## src/rtl/i2c_rs_pkg.sv

```systemverilog
package i2c_rs_pkg;
  typedef enum logic [2:0] {
    RS_IDLE,
    RS_SCL_LO,
    RS_SDA_HI,
    RS_SCL_WAIT,
    RS_SETUP,
    RS_SDA_LO,
    RS_HOLD
  } rs_state_e;
endpackage

```

## src/rtl/i2c_rs_sync.sv

```systemverilog
module i2c_rs_sync #(
  parameter int W      = 2,
  parameter int STAGES = 2
) (
  input  logic         clk,
  input  logic         rst,
  input  logic [W-1:0] d,
  output logic [W-1:0] q
);
  logic [W-1:0] stg [STAGES];

  always_ff @(posedge clk) begin
    if (rst) stg[0] <= '1;
    else     stg[0] <= d;
  end

  for (genvar i = 1; i < STAGES; i++) begin : g_stage
    always_ff @(posedge clk) begin
      if (rst) stg[i] <= '1;
      else     stg[i] <= stg[i-1];
    end
  end

  assign q = stg[STAGES-1];
endmodule

```

## src/rtl/i2c_rs_bitcnt.sv

```systemverilog
module i2c_rs_bitcnt #(
  parameter int W = 7
) (
  input  logic         clk,
  input  logic         rst,
  input  logic         load,
  input  logic         run,
  input  logic [W-1:0] reload,
  output logic         expired
);
  logic [W-1:0] cnt;

  always_ff @(posedge clk) begin
    if (rst)                    cnt <= '0;
    else if (load)              cnt <= reload;
    else if (run && cnt != '0)  cnt <= cnt - 1'b1;
  end

  assign expired = (cnt == '0);
endmodule

```

## src/rtl/i2c_rstart_gen.sv

```systemverilog
module i2c_rstart_gen
  import i2c_rs_pkg::*;
#(
  parameter int RELOAD_W    = 7,
  parameter int CTL_W       = 5,
  parameter int REQ_BIT     = 1,
  parameter int DATA_W      = 8,
  parameter int SYNC_STAGES = 2
) (
  input  logic                clk,
  input  logic                rst,
  input  logic [RELOAD_W-1:0] bit_reload,
  input  logic                other_busy,
  input  logic                ctl_wr,
  input  logic [CTL_W-1:0]    ctl_wdata,
  output logic [CTL_W-1:0]    ctl_q,
  input  logic                txbuf_wr,
  input  logic [DATA_W-1:0]   txbuf_wdata,
  output logic [DATA_W-1:0]   txbuf_q,
  input  logic                scl_in,
  input  logic                sda_in,
  output logic                scl_pull,
  output logic                sda_pull,
  input  logic [3:0]          flag_clr,
  output logic                start_seen,
  output logic                rs_done,
  output logic                wr_coll,
  output logic                bus_coll
);
  localparam int LINES = 2;

  rs_state_e st, st_n;
  logic [LINES-1:0] line_s;
  logic scl_s, sda_s, scl_q, sda_q;
  logic cnt_load, cnt_run, cnt_zero;
  logic scl_n, sda_n, set_start, set_done, set_bcol, clr_req;
  logic idle, ctl_take, accept;

  i2c_rs_sync #(.W(LINES), .STAGES(SYNC_STAGES)) sync_i (
    .clk(clk), .rst(rst), .d({scl_in, sda_in}), .q(line_s)
  );
  assign scl_s = line_s[1];
  assign sda_s = line_s[0];

  i2c_rs_bitcnt #(.W(RELOAD_W)) cnt_i (
    .clk(clk), .rst(rst), .load(cnt_load), .run(cnt_run),
    .reload(bit_reload), .expired(cnt_zero)
  );

  assign idle     = (st == RS_IDLE);
  assign ctl_take = ctl_wr && idle && !other_busy;
  assign accept   = ctl_take && ctl_wdata[REQ_BIT];
  assign cnt_run  = (st == RS_SDA_HI) || (st == RS_SETUP) || (st == RS_HOLD);

  always_comb begin
    st_n      = st;
    scl_n     = scl_pull;
    sda_n     = sda_pull;
    cnt_load  = 1'b0;
    set_start = 1'b0;
    set_done  = 1'b0;
    set_bcol  = 1'b0;
    clr_req   = 1'b0;
    case (st)
      RS_IDLE: if (accept) begin
        st_n = RS_SCL_LO; scl_n = 1'b1; sda_n = 1'b0;
      end
      RS_SCL_LO: if (!scl_s) begin
        st_n = RS_SDA_HI; cnt_load = 1'b1;
      end
      RS_SDA_HI: if (cnt_zero && sda_s) begin
        st_n = RS_SCL_WAIT; scl_n = 1'b0;
      end
      RS_SCL_WAIT: if (scl_s) begin
        if (!sda_s && !scl_q) set_bcol = 1'b1;
        else begin st_n = RS_SETUP; cnt_load = 1'b1; end
      end
      RS_SETUP: begin
        if (!scl_s) set_bcol = 1'b1;
        else if (cnt_zero) begin st_n = RS_SDA_LO; sda_n = 1'b1; end
      end
      RS_SDA_LO: begin
        if (!scl_s) set_bcol = 1'b1;
        else if (!sda_s && sda_q) begin
          st_n = RS_HOLD; cnt_load = 1'b1; set_start = 1'b1;
        end
      end
      RS_HOLD: if (cnt_zero) begin
        st_n = RS_IDLE; scl_n = 1'b1; set_done = 1'b1; clr_req = 1'b1;
      end
      default: st_n = RS_IDLE;
    endcase
    if (set_bcol) begin
      st_n = RS_IDLE; scl_n = 1'b0; sda_n = 1'b0; clr_req = 1'b1;
    end
  end

  always_ff @(posedge clk) begin
    if (rst) begin
      st         <= RS_IDLE;
      scl_pull   <= 1'b0;
      sda_pull   <= 1'b0;
      scl_q      <= 1'b1;
      sda_q      <= 1'b1;
      ctl_q      <= '0;
      txbuf_q    <= '0;
      start_seen <= 1'b0;
      rs_done    <= 1'b0;
      wr_coll    <= 1'b0;
      bus_coll   <= 1'b0;
    end else begin
      st       <= st_n;
      scl_pull <= scl_n;
      sda_pull <= sda_n;
      scl_q    <= scl_s;
      sda_q    <= sda_s;
      if (ctl_take)     ctl_q <= ctl_wdata;
      else if (clr_req) ctl_q[REQ_BIT] <= 1'b0;
      if (txbuf_wr && idle) txbuf_q <= txbuf_wdata;
      if (set_start)        start_seen <= 1'b1;
      else if (flag_clr[0]) start_seen <= 1'b0;
      if (set_done)         rs_done <= 1'b1;
      else if (flag_clr[1]) rs_done <= 1'b0;
      if (txbuf_wr && !idle) wr_coll <= 1'b1;
      else if (flag_clr[2])  wr_coll <= 1'b0;
      if (set_bcol)         bus_coll <= 1'b1;
      else if (flag_clr[3]) bus_coll <= 1'b0;
    end
  end
endmodule

```

## config.mk

```make
export PLATFORM = sky130hd
export DESIGN_NAME = i2c_rstart_gen
export DESIGN_NICKNAME = d
export VERILOG_FILES = /design/src/rtl/i2c_rs_pkg.sv /design/src/rtl/i2c_rs_sync.sv /design/src/rtl/i2c_rs_bitcnt.sv /design/src/rtl/i2c_rstart_gen.sv
export SDC_FILE = /design/constraint.sdc
export NUM_CORES = 1
export LEC_CHECK = 0
export BUFFER_PORTS_ARGS = -buffer_cell sky130_fd_sc_hd__buf_2
export CAP_MARGIN = 5
export CORE_MARGIN = 2
export CORE_UTILIZATION = 45
export DETAILED_ROUTE_END_ITERATION = 8
export GPL_TIMING_DRIVEN = 0
export PLACE_DENSITY = 0.72
export SYNTH_ARGS = -nofsm -noshare
export SYNTH_HDL_FRONTEND = slang
export SYNTH_SLANG_ARGS = --single-unit
```

## constraint.sdc

```tcl
create_clock -name clk -period 3.2 [get_ports clk]
set_input_delay 0.32 -clock clk [delete_from_list [all_inputs] [get_ports clk]]
set_output_delay 0.32 -clock clk [all_outputs]
set_load 0.01 [all_outputs]
```

; ---- Word-level counts from Yosys, hierarchy flattened
; Memories as Yosys holds them, arrays and structs flattened.
; Cells that the tools add are included.
[word_totals]
ff_bits = 31
latch_bits = 0
ramBits = 4
rom_bits = 0
in_bits = 31
memories = 1
[classes]
n_addsub = 1
mul = 0
n_div = 0
n_lt_le_gt_ge = 0
n_eq_ne = 16
shift = 0
mux = 48
bitwise_logic = 2
n_reduce_logical = 31
[mem_list]
columns = memory, depth, width, rd, rd_ports_with_merged_regs, wr, line_no
row1 = sync_i.stg, 2, 2, 2, 0, 2, i2c_rs_sync.sv:10  ; logic [W-1:0] stg [STAGES];
[ops]
columns = op, n
row1 = 2-to-1 mux 3 bit, 10
row2 = 2-to-1 mux 1 bit, 29
row3 = one-hot mux 3 bit (7 select lines), 1
row4 = inequality test 2 bit (second input constant), 8
row5 = 2-to-1 mux 7 bit, 2
row6 = nonzero test 2 bit, 7
row7 = AND reduction 10 bit, 1
row8 = equality test 3 bit (second input constant), 3
row9 = logical AND 1 bit, 9
row10 = AND reduction 4 bit, 2
row11 = logical NOT 7 bit, 1
row12 = nonzero test 7 bit, 1
row13 = subtractor 7 x 1 -> 7 bit (second input constant), 1
row14 = equality test 3 x 2 -> 1 bit (second input constant), 2
row15 = one-hot mux 1 bit (3 select lines), 2
row16 = logical NOT 1 bit, 4
row17 = 2-to-1 mux 2 bit, 2
row18 = inequality test 2 x 1 -> 1 bit (second input constant), 2
row19 = one-hot mux 1 bit (2 select lines), 2
row20 = OR reduction 2 bit, 2
row21 = equality test 3 x 1 -> 1 bit (second input constant), 1
row22 = logical NOT 3 bit, 1
row23 = nonzero test 3 bit, 1
row24 = logical OR 1 bit, 2
row25 = OR 1 bit, 2

; ---- Logic depth before layout (Yosys ltp)
; Gate-level depths: netlist (run 1).
[logic_depth]
ltp_word = 8
ltp_mapped = 7
mapped_depth_nobuf = 7

; ---- Modules after synthesis
; From an unflattened synthesis (run 1), not the netlist that was laid out.
[unflattened]
cells_unflattened = 187
area_unflattened_um2 = 1649.1
[by_module_without_submodules]
columns = module, instances, cells_each, area_per_inst_um2, seq_area_each_um2
row1 = i2c_rstart_gen, 1, 131, 1124.8, 480.5
row2 = i2c_rs_bitcnt, 1, 48, 419.2, 140.1
row3 = i2c_rs_sync, 1, 8, 105.1, 80.1

; ---- Worst setup path after synthesis (run 1)
; Ideal clock, no wire load.
[synth_timing]
path_type = register -> register
start = reg cnt_i.cnt[0]
end = reg cnt_i.cnt[4]
setup_ns = 0.116
arrival_time_ns = 1.694
required_time_ns = 3.084
path_slack_ns = 1.389
stages_incl_launch_ff = 8
n_path_buf = 0
synth_period_minus_slack_ns = 1.811
cell_sequence = dfxtp_1 -> inv_1 -> ha_1 -> or4b_4 -> o211ai_2 -> nor2_1 -> or3_1 -> o211a_1
[synth_between]
elab_chain_len = 3
word_cells_on_any_way = 6
[synth_rtl]
columns = element, line_no
row1 = start: declaration, i2c_rs_bitcnt.sv:11  ; logic [W-1:0] cnt;
row2 = start signal: assignment, i2c_rs_bitcnt.sv:15  ; else if (load) cnt <= reload;
row3 = start signal: assignment, i2c_rs_bitcnt.sv:16  ; else if (run && cnt != '0) cnt <= cnt - 1'b1;
row4 = subtractor 7 x 1 -> 7 bit / nonzero test 7 bit (equally long branches), i2c_rs_bitcnt.sv:16
row5 = 2-to-1 mux 7 bit / logical AND 1 bit (equally long branches), i2c_rs_bitcnt.sv:16
row6 = 2-to-1 mux 7 bit / nonzero test 2 bit (equally long branches), --
; Parallel ways exist; a longest one is shown, timed or not. The select of a mux whose other input is x is not followed.
; A chain may end at the register's enable or synchronous reset.

==> key figures, run 1 <==
Floorplanning
  – # IOs: 50
  – Rows: 21
  – Chip width: 62.9 um
  – Initial Util: 46.8%
  – Core area: 3340 um2
  – Area of the die: 3960 um2
  – Die height: 62.9 um

STA
  – Max-slew violation count: 0
  – Period Utilization, post-route: 60.5%
  – Crit path time final: 1940 ps
  – Final-report hold violation count: 0
  – Measured slew at the worst slew-check pin: 515 ps
  – Max-slew headroom at the worst pin: 65.7%
  – Setup TNS: 0 ps
  – Hold_ws: 173 ps
  – Max Clock Skew: 18.6 ps
  – Final Worst Setup Slack: 1260 ps
  – Final setup vio count: 0
  – FMAX: 516 MHz
  – RSZ-0062 raised after global routing: false

GRT
  – GR Util met3: 5.05%
  – Largest net degree at the start of global routing: 13
  – M1 GR Usage: 22.4%
  – First-pass GRT wire length: 5670 um
  – Initial antenna violation count: 0
  – Vias in the first global route: 1,323
  – Tot GR Track Use: 18.0%
  – Grt ovf: 0
  – M2 GR Usage: 28.5%
  – Top Usage Layer GRT: met2

Clocking
  – Clock Tree Root: clkbuf_4
  – Clk pin slew, worst setup/hold paths: 100 ps
  – Post-CTS resize count: 0
  – Hold Buf Count CTS: 0
  – Num CTS Buffers: 5
  – Number of sinks on the clock net: 35
  – CTS tree: done
  – Max clock buf depth: 2
  – Clk Latency, worst-skew pair: 340 ps
  – Setup Fix Bufs, Post-CTS: 0
  – CTS HTree Levels: 2

Logic synthesis
  – #FFs+latches synth: 35
  – Synthesized cell area: 1560 um2
  – Mapped Nets: 219
  – Distinct cell type count after synthesis: 42
  – Register area share after synthesis: 44.9%
  – Syn Inst Count: 186
  – Synth warn: 0
  – Synth Area per Inst: 8.40 um2

Worst setup path
  – Crit-path cells: clkbuf_1 > and4b_1 > o21ai_0 > nand2_1 > or3_1 > o211a_1
  – WS Path Type: flop to flop
  – Crit path launch type: flop
  – Crit Path Max Fanout: 9
  – WP depth: 6
  – Depth of the most critical reg-to-reg path: 6
  – CP bufs+invs: 1
  – Crit-path leading delay family: simple AND/OR/NAND/NOR gates
  – Worst Setup End Kind: flop
  – Data required, critical path: 3430 ps
  – Crit-path slowest cell: o21ai_0
  – Worst endpoint data arrival time: 2170 ps
  – Max stage delay on crit path: 390 ps

Layout
  – Most common cell after layout, fill and taps aside: buf_2
  – Final instance area: 1950 um2
  – Fill cell count: 331
  – Nets: 275
  – Layout cells sized above 1: 30.9%
  – Area growth, synth to finish: 24.6%
  – Final instance count without filler cells: 289
  – Diodes inserted: 0
  – Most frequent cells in the layout: buf_2, nand2_1, dfxtp_1, a21oi_1, nor2_1
  – Final core occ: 58.3%

Detailed routing
  – WL final: 3290 um
  – Router iterations before antenna repair: 4
  – DRC: 0
  – Avg Vias per Cell: 5.13
  – Vias post-DR: 1,483
  – Routed Antenna Nets: 0
  – Iter 0 DRT Violations: 76
  – Wire per inst: 11.4 um

Pwr
  – Comb pwr share: 9.7%
  – Power per standard cell area: 440 nW/um2
  – Sequential power share: 53.3%
  – Net Sw Frac: 23.8%
  – Leakage: 0.839 nW
  – Final Total Pwr: 857 uW
  – Peak VDD IR: 348 uV
  – Switch Pwr: 204 uW
  – Part of the power in the clock network: 37.0%
  – Pint: 653 uW

Placed design
  – Cell area after placement: 1860 um2
  – Placed Instances: 281
  – HPWL Detailed: 2450 um
  – Dpl ws: 1300 ps
  – Port Buffer Count: 49
  – Global placement routability congestion: 0.873

Min path
  – WHS Path Cells: 2
  – Hold Path Class: primary input to flop

Job
  – Max-Cap Viols: 0

Outcome
  – Outcome: complete, no violations
-- power groups by stage --
| stage | sequential [mW] | combinational (mW) | clock [mW] |
|---|---|---|---|
| finish | 0.457 | 0.0829 | 0.317 |
| global route | 0.459 | 0.0932 | 0.347 |
| CTS | 0.457 | 0.0842 | 0.323 |
| detailed placement | 0.467 | 0.0838 | 0 |
| global placement | 0.466 | 0.0825 | 0 |
| floorplan | 0.471 | 0.0417 | 0 |
-- final cells by class --
class,instances,area [um2],area share (%)
Multi-Input combinational cell,136,797,41.0
Clock inverter,3,43.8,2.25
Sequential cell,35,701,36.0
Clock buffer,5,37.5,1.93
Timing Repair Buffer,49,245,12.6
Tap cell,46,57.6,2.96
Buffer,11,48.8,2.51
Inverter,4,15.0,0.772
-- logic make-up (layout without fill, tap and decap cells) --
family	Yosys count	count (layout)	share of synthesized area, %
buffers and inverters	15	72	4.09
AO/OA/AOI/OAI	47	47	20.1
flip-flops	35	35	44.9
XOR/XNOR	3	3	1.68
adder cells (fa/ha/maj)	2	2	1.60
AND/OR/NAND/NOR	84	84	27.6
-- registers in the layout, summed over array words and instances, names as in the netlist --
name,count
sda_pull,1
start_seen,1
scl_pull,1
st,3
scl_q,1
ctl_q,5
cnt_i.cnt,7
rs_done,1
sync_i.stg,4
sda_q,1
bus_coll,1
wr_coll,1
txbuf_q,8
-- synthesized netlist by cell type --
cell | count | share of area, %
nor4_1 | 1 | 0.40
o21ba_2 | 1 | 0.64
nor2_4 | 1 | 0.72
nor2b_1 | 3 | 1.2
xnor2_1 | 1 | 0.56
nand3b_1 | 1 | 0.48
ha_1 | 2 | 1.6
o2111ai_1 | 1 | 0.56
nand2_1 | 35 | 8.4
nand3_1 | 2 | 0.64
o21ai_0 | 3 | 0.96
and3b_1 | 1 | 0.56
buf_2 | 3 | 0.96
a21oi_1 | 25 | 8.0
nor3b_1 | 1 | 0.48
nor3_1 | 6 | 1.9
and4b_1 | 1 | 0.64
o211a_1 | 1 | 0.64
or4bb_1 | 1 | 0.72
xor2_1 | 2 | 1.1
o21bai_1 | 1 | 0.48
or2_2 | 7 | 2.8
a32oi_1 | 1 | 0.56
nand4_1 | 2 | 0.80
a41oi_1 | 2 | 1.1
or4b_4 | 1 | 0.88
a21oi_2 | 1 | 0.56
o211ai_2 | 1 | 0.80
nor2_1 | 10 | 2.4
or3_1 | 2 | 0.80
nand4b_1 | 1 | 0.56
nand2b_1 | 6 | 2.4
o211ai_1 | 2 | 0.96
and2_1 | 2 | 0.80
a31o_2 | 1 | 0.56
o31ai_4 | 1 | 1.4
buf_4 | 1 | 0.48
a211oi_1 | 5 | 2.4
dfxtp_1 | 35 | 45
o21a_1 | 1 | 0.48
clkbuf_1 | 7 | 1.7
inv_1 | 4 | 0.96
-- worst paths after layout --
check              startpoint          endpoint  slack [ps]
min                    sda_in  sync_i.stg[0][0]         170
min reg2reg  sync_i.stg[0][1]  sync_i.stg[1][1]         420
max          sync_i.stg[1][1]      cnt_i.cnt[4]        1260
max reg2reg  sync_i.stg[1][1]      cnt_i.cnt[4]        1260
-- layer usage --
| layer | wire, um | part of all wire (%) |
|---|---|---|
| met1 | 1530 | 46 |
| met2 | 1420 | 43 |
| met3 | 265 | 8.1 |
| met4 | 77 | 2.3 |
| met5 | 0 | 0 |
-- worst register-to-register path: stages (launching register included) --
cell and delay, ps:
dfxtp_1 310, clkbuf_1 190, and4b_1 250, o21ai_0 390, nand2_1 200, or3_1 380, o211a_1 120
Note: power is estimated with default switching activity, not from simulation.
==> run 2: changes to the inputs <==
Settings changed: PLACE_DENSITY 0.72 to 0.75.
Clock period 3.2 ns to 1.7 ns, I/O delays scaled along.
==> run 2 against run 1 <==
The run now ends with negative setup slack left; non-clock buffer count is 10 higher; power grew 71%; setup slack got worse by 1400 ps; fmax up 3.0%; cell count is 3.5% higher.
==> key figures, run 2 (synthesized netlist as in run 1, its figures left out) <==
STA
  – Final Worst Setup Slack: -182 ps
  – RSZ-0062 raised after global routing: true
  – Max-slew violation count: 0
  – Max-slew headroom at the worst pin: 63.3%
  – FMAX: 531 MHz
  – Measured slew at the worst slew-check pin: 550 ps
  – Crit path time final: 1880 ps
  – Period Utilization, post-route: 111%
  – Final setup vio count: 10
  – Max Clock Skew: 9.51 ps
  – Final-report hold violation count: 0

Layout
  – Final instance area: 2080 um2
  – Diodes inserted: 0
  – Biggest regs: txbuf_q: 8 flops, cnt_i.cnt: 7 flops, ctl_q: 5 flops
  – Most common cell after layout, fill and taps aside: buf_2
  – Layout cells sized above 1: 39.5%
  – Final core occ: 62.3%
  – Top reg by flops: txbuf_q
  – Largest register FFs: 8
  – Fill cell count: 304
  – Nets: 285
  – Area growth, synth to finish: 33.1%
  – Most frequent cells in the layout: buf_2, nand2_1, dfxtp_1, a21oi_1
  – Final instance count without filler cells: 299

Outcome
  – Outcome: finished, violations left
  – Failing checks: negative setup slack

Worst setup path
  – Data required, critical path: 1950 ps
  – WS Path Type: flop to flop
  – Crit-path cells: inv_2 > ha_4 > or4b_4 > o211ai_4 > nor2_2 > or3_1 > o211a_1
  – Worst Setup End Kind: flop
  – Worst endpoint data arrival time: 2130 ps
  – Crit-path slowest cell: or4b_4
  – Crit path launch type: flop
  – Max stage delay on crit path: 530 ps
  – Crit Path Max Fanout: 5

Floorplanning
  – Area of the die: 3960 um2
  – Initial Util: 46.8%
  – Rows: 21
  – # IOs: 50
  – Chip width: 62.9 um
  – Die height: 62.9 um
  – Core area: 3340 um2

Pwr
  – Comb pwr share: 11.6%
  – Pint: 1.08 mW
  – Peak VDD IR: 392 uV
  – Power per standard cell area: 707 nW/um2
  – Part of the power in the clock network: 29.9%
  – Sequential power share: 58.5%
  – Leakage: 0.889 nW
  – Switch Pwr: 388 uW
  – Net Sw Frac: 26.4%

Detailed routing
  – WL final: 3720 um
  – Iter 0 DRT Violations: 57
  – Avg Vias per Cell: 5.04
  – Router iterations before antenna repair: 4
  – DRC: 0
  – Wire per inst: 12.4 um
  – Vias post-DR: 1,506
  – Routed Antenna Nets: 0

Clocking
  – Number of sinks on the clock net: 35
  – Clock Tree Root: clkbuf_4
  – Clk Latency, worst-skew pair: 350 ps
  – Max clock buf depth: 2
  – Clk pin slew, worst setup/hold paths: 110 ps
  – CTS HTree Levels: 2
  – Num CTS Buffers: 5
  – CTS tree: done

Placed design
  – Cell area after placement: 1870 um2
  – Global placement routability congestion: 0.897
  – Placed Instances: 281
  – Port Buffer Count: 49
  – HPWL Detailed: 2510 um
  – Dpl ws: -181 ps

GRT
  – Vias in the first global route: 1,316
  – Grt ovf: 0
  – Largest net degree at the start of global routing: 12
  – Tot GR Track Use: 18.8%
  – First-pass GRT wire length: 5760 um
  – Initial antenna violation count: 0

Job
  – Max-Cap Viols: 0

Min path
  – Hold Path Class: primary input to flop
## run 2: cell types whose count changed in the layout (fill, tap and decap cells not counted), sizes merged
cell	change
buf	+8
dlygate4sd3	+2
bufinv	-1
clkinv	+1
## run 2: power by group through the flow
stage / logic, mW / clock network, mW / registers, mW
finish: 0.170 / 0.439 / 0.860
floorplan: 0.0785 / 0 / 0.886
global placement: 0.155 / 0 / 0.878
detailed placement: 0.158 / 0 / 0.878
CTS: 0.163 / 0.455 / 0.860
global route: 0.189 / 0.491 / 0.864
## run 2: path summary, 6_finish.rpt
check,from,to,slack (ps),cells past startpoint
max reg2reg,cnt_i.cnt[0],cnt_i.cnt[4],-180,7
min,txbuf_wdata[7],txbuf_q[7],40,3
max,cnt_i.cnt[0],cnt_i.cnt[4],-180,7
min reg2reg,sync_i.stg[0][0],sync_i.stg[1][0],420,1
## run 2: what timing repair did
action	in CTS	in global routing
setup endpoints to repair	10	11
setup buffers	6	2
endpoints found under the hold margin	2	0
hold buffers	2	0
gates resized for setup	4	16
pin swaps	4	5
## run 2: worst max-delay path, delay by kind of cell (launching register included)
family,cells,cell delay [ps]
simple gates,3,900
flops,1,340
compound gates,2,350
buf+inv,1,70
fa+ha+maj,1,120
## run 2: stage by stage
stage / total power, mW / TNS, ps / hold slack (ps)
after floorplan: 0.964 / -149 / 274
after global placement: 1.03 / -1030 / 352
after detailed placement: 1.04 / -997 / 355
after CTS: 1.48 / -875 / 26.5
after global routing: 1.54 / -1810 / 9.71
final: 1.47 / -1010 / 38.3
## run 2: area by class of cell
cell class              count  area, um2  share of cell area, %
multi-input cells         136        875                   42.1
flip-flops and latches     35        703                   33.8
repair buffers             59        325                   15.7
well taps                  46       57.6                   2.77
plain buffers              11       50.0                   2.41
clock buffers               5       37.5                   1.81
clock inverters             3       15.0                  0.722
inverters                   4       15.0                  0.722
## run 2: routing by layer
metal  vias up  global-route usage [%]  share of wire [%]
met3         6                    7.39                6.3
met5         -                       0                  0
li1        776                       -                  -
met1       684                    21.8                 43
met4         0                    8.33                1.6
met2        40                    30.6                 49
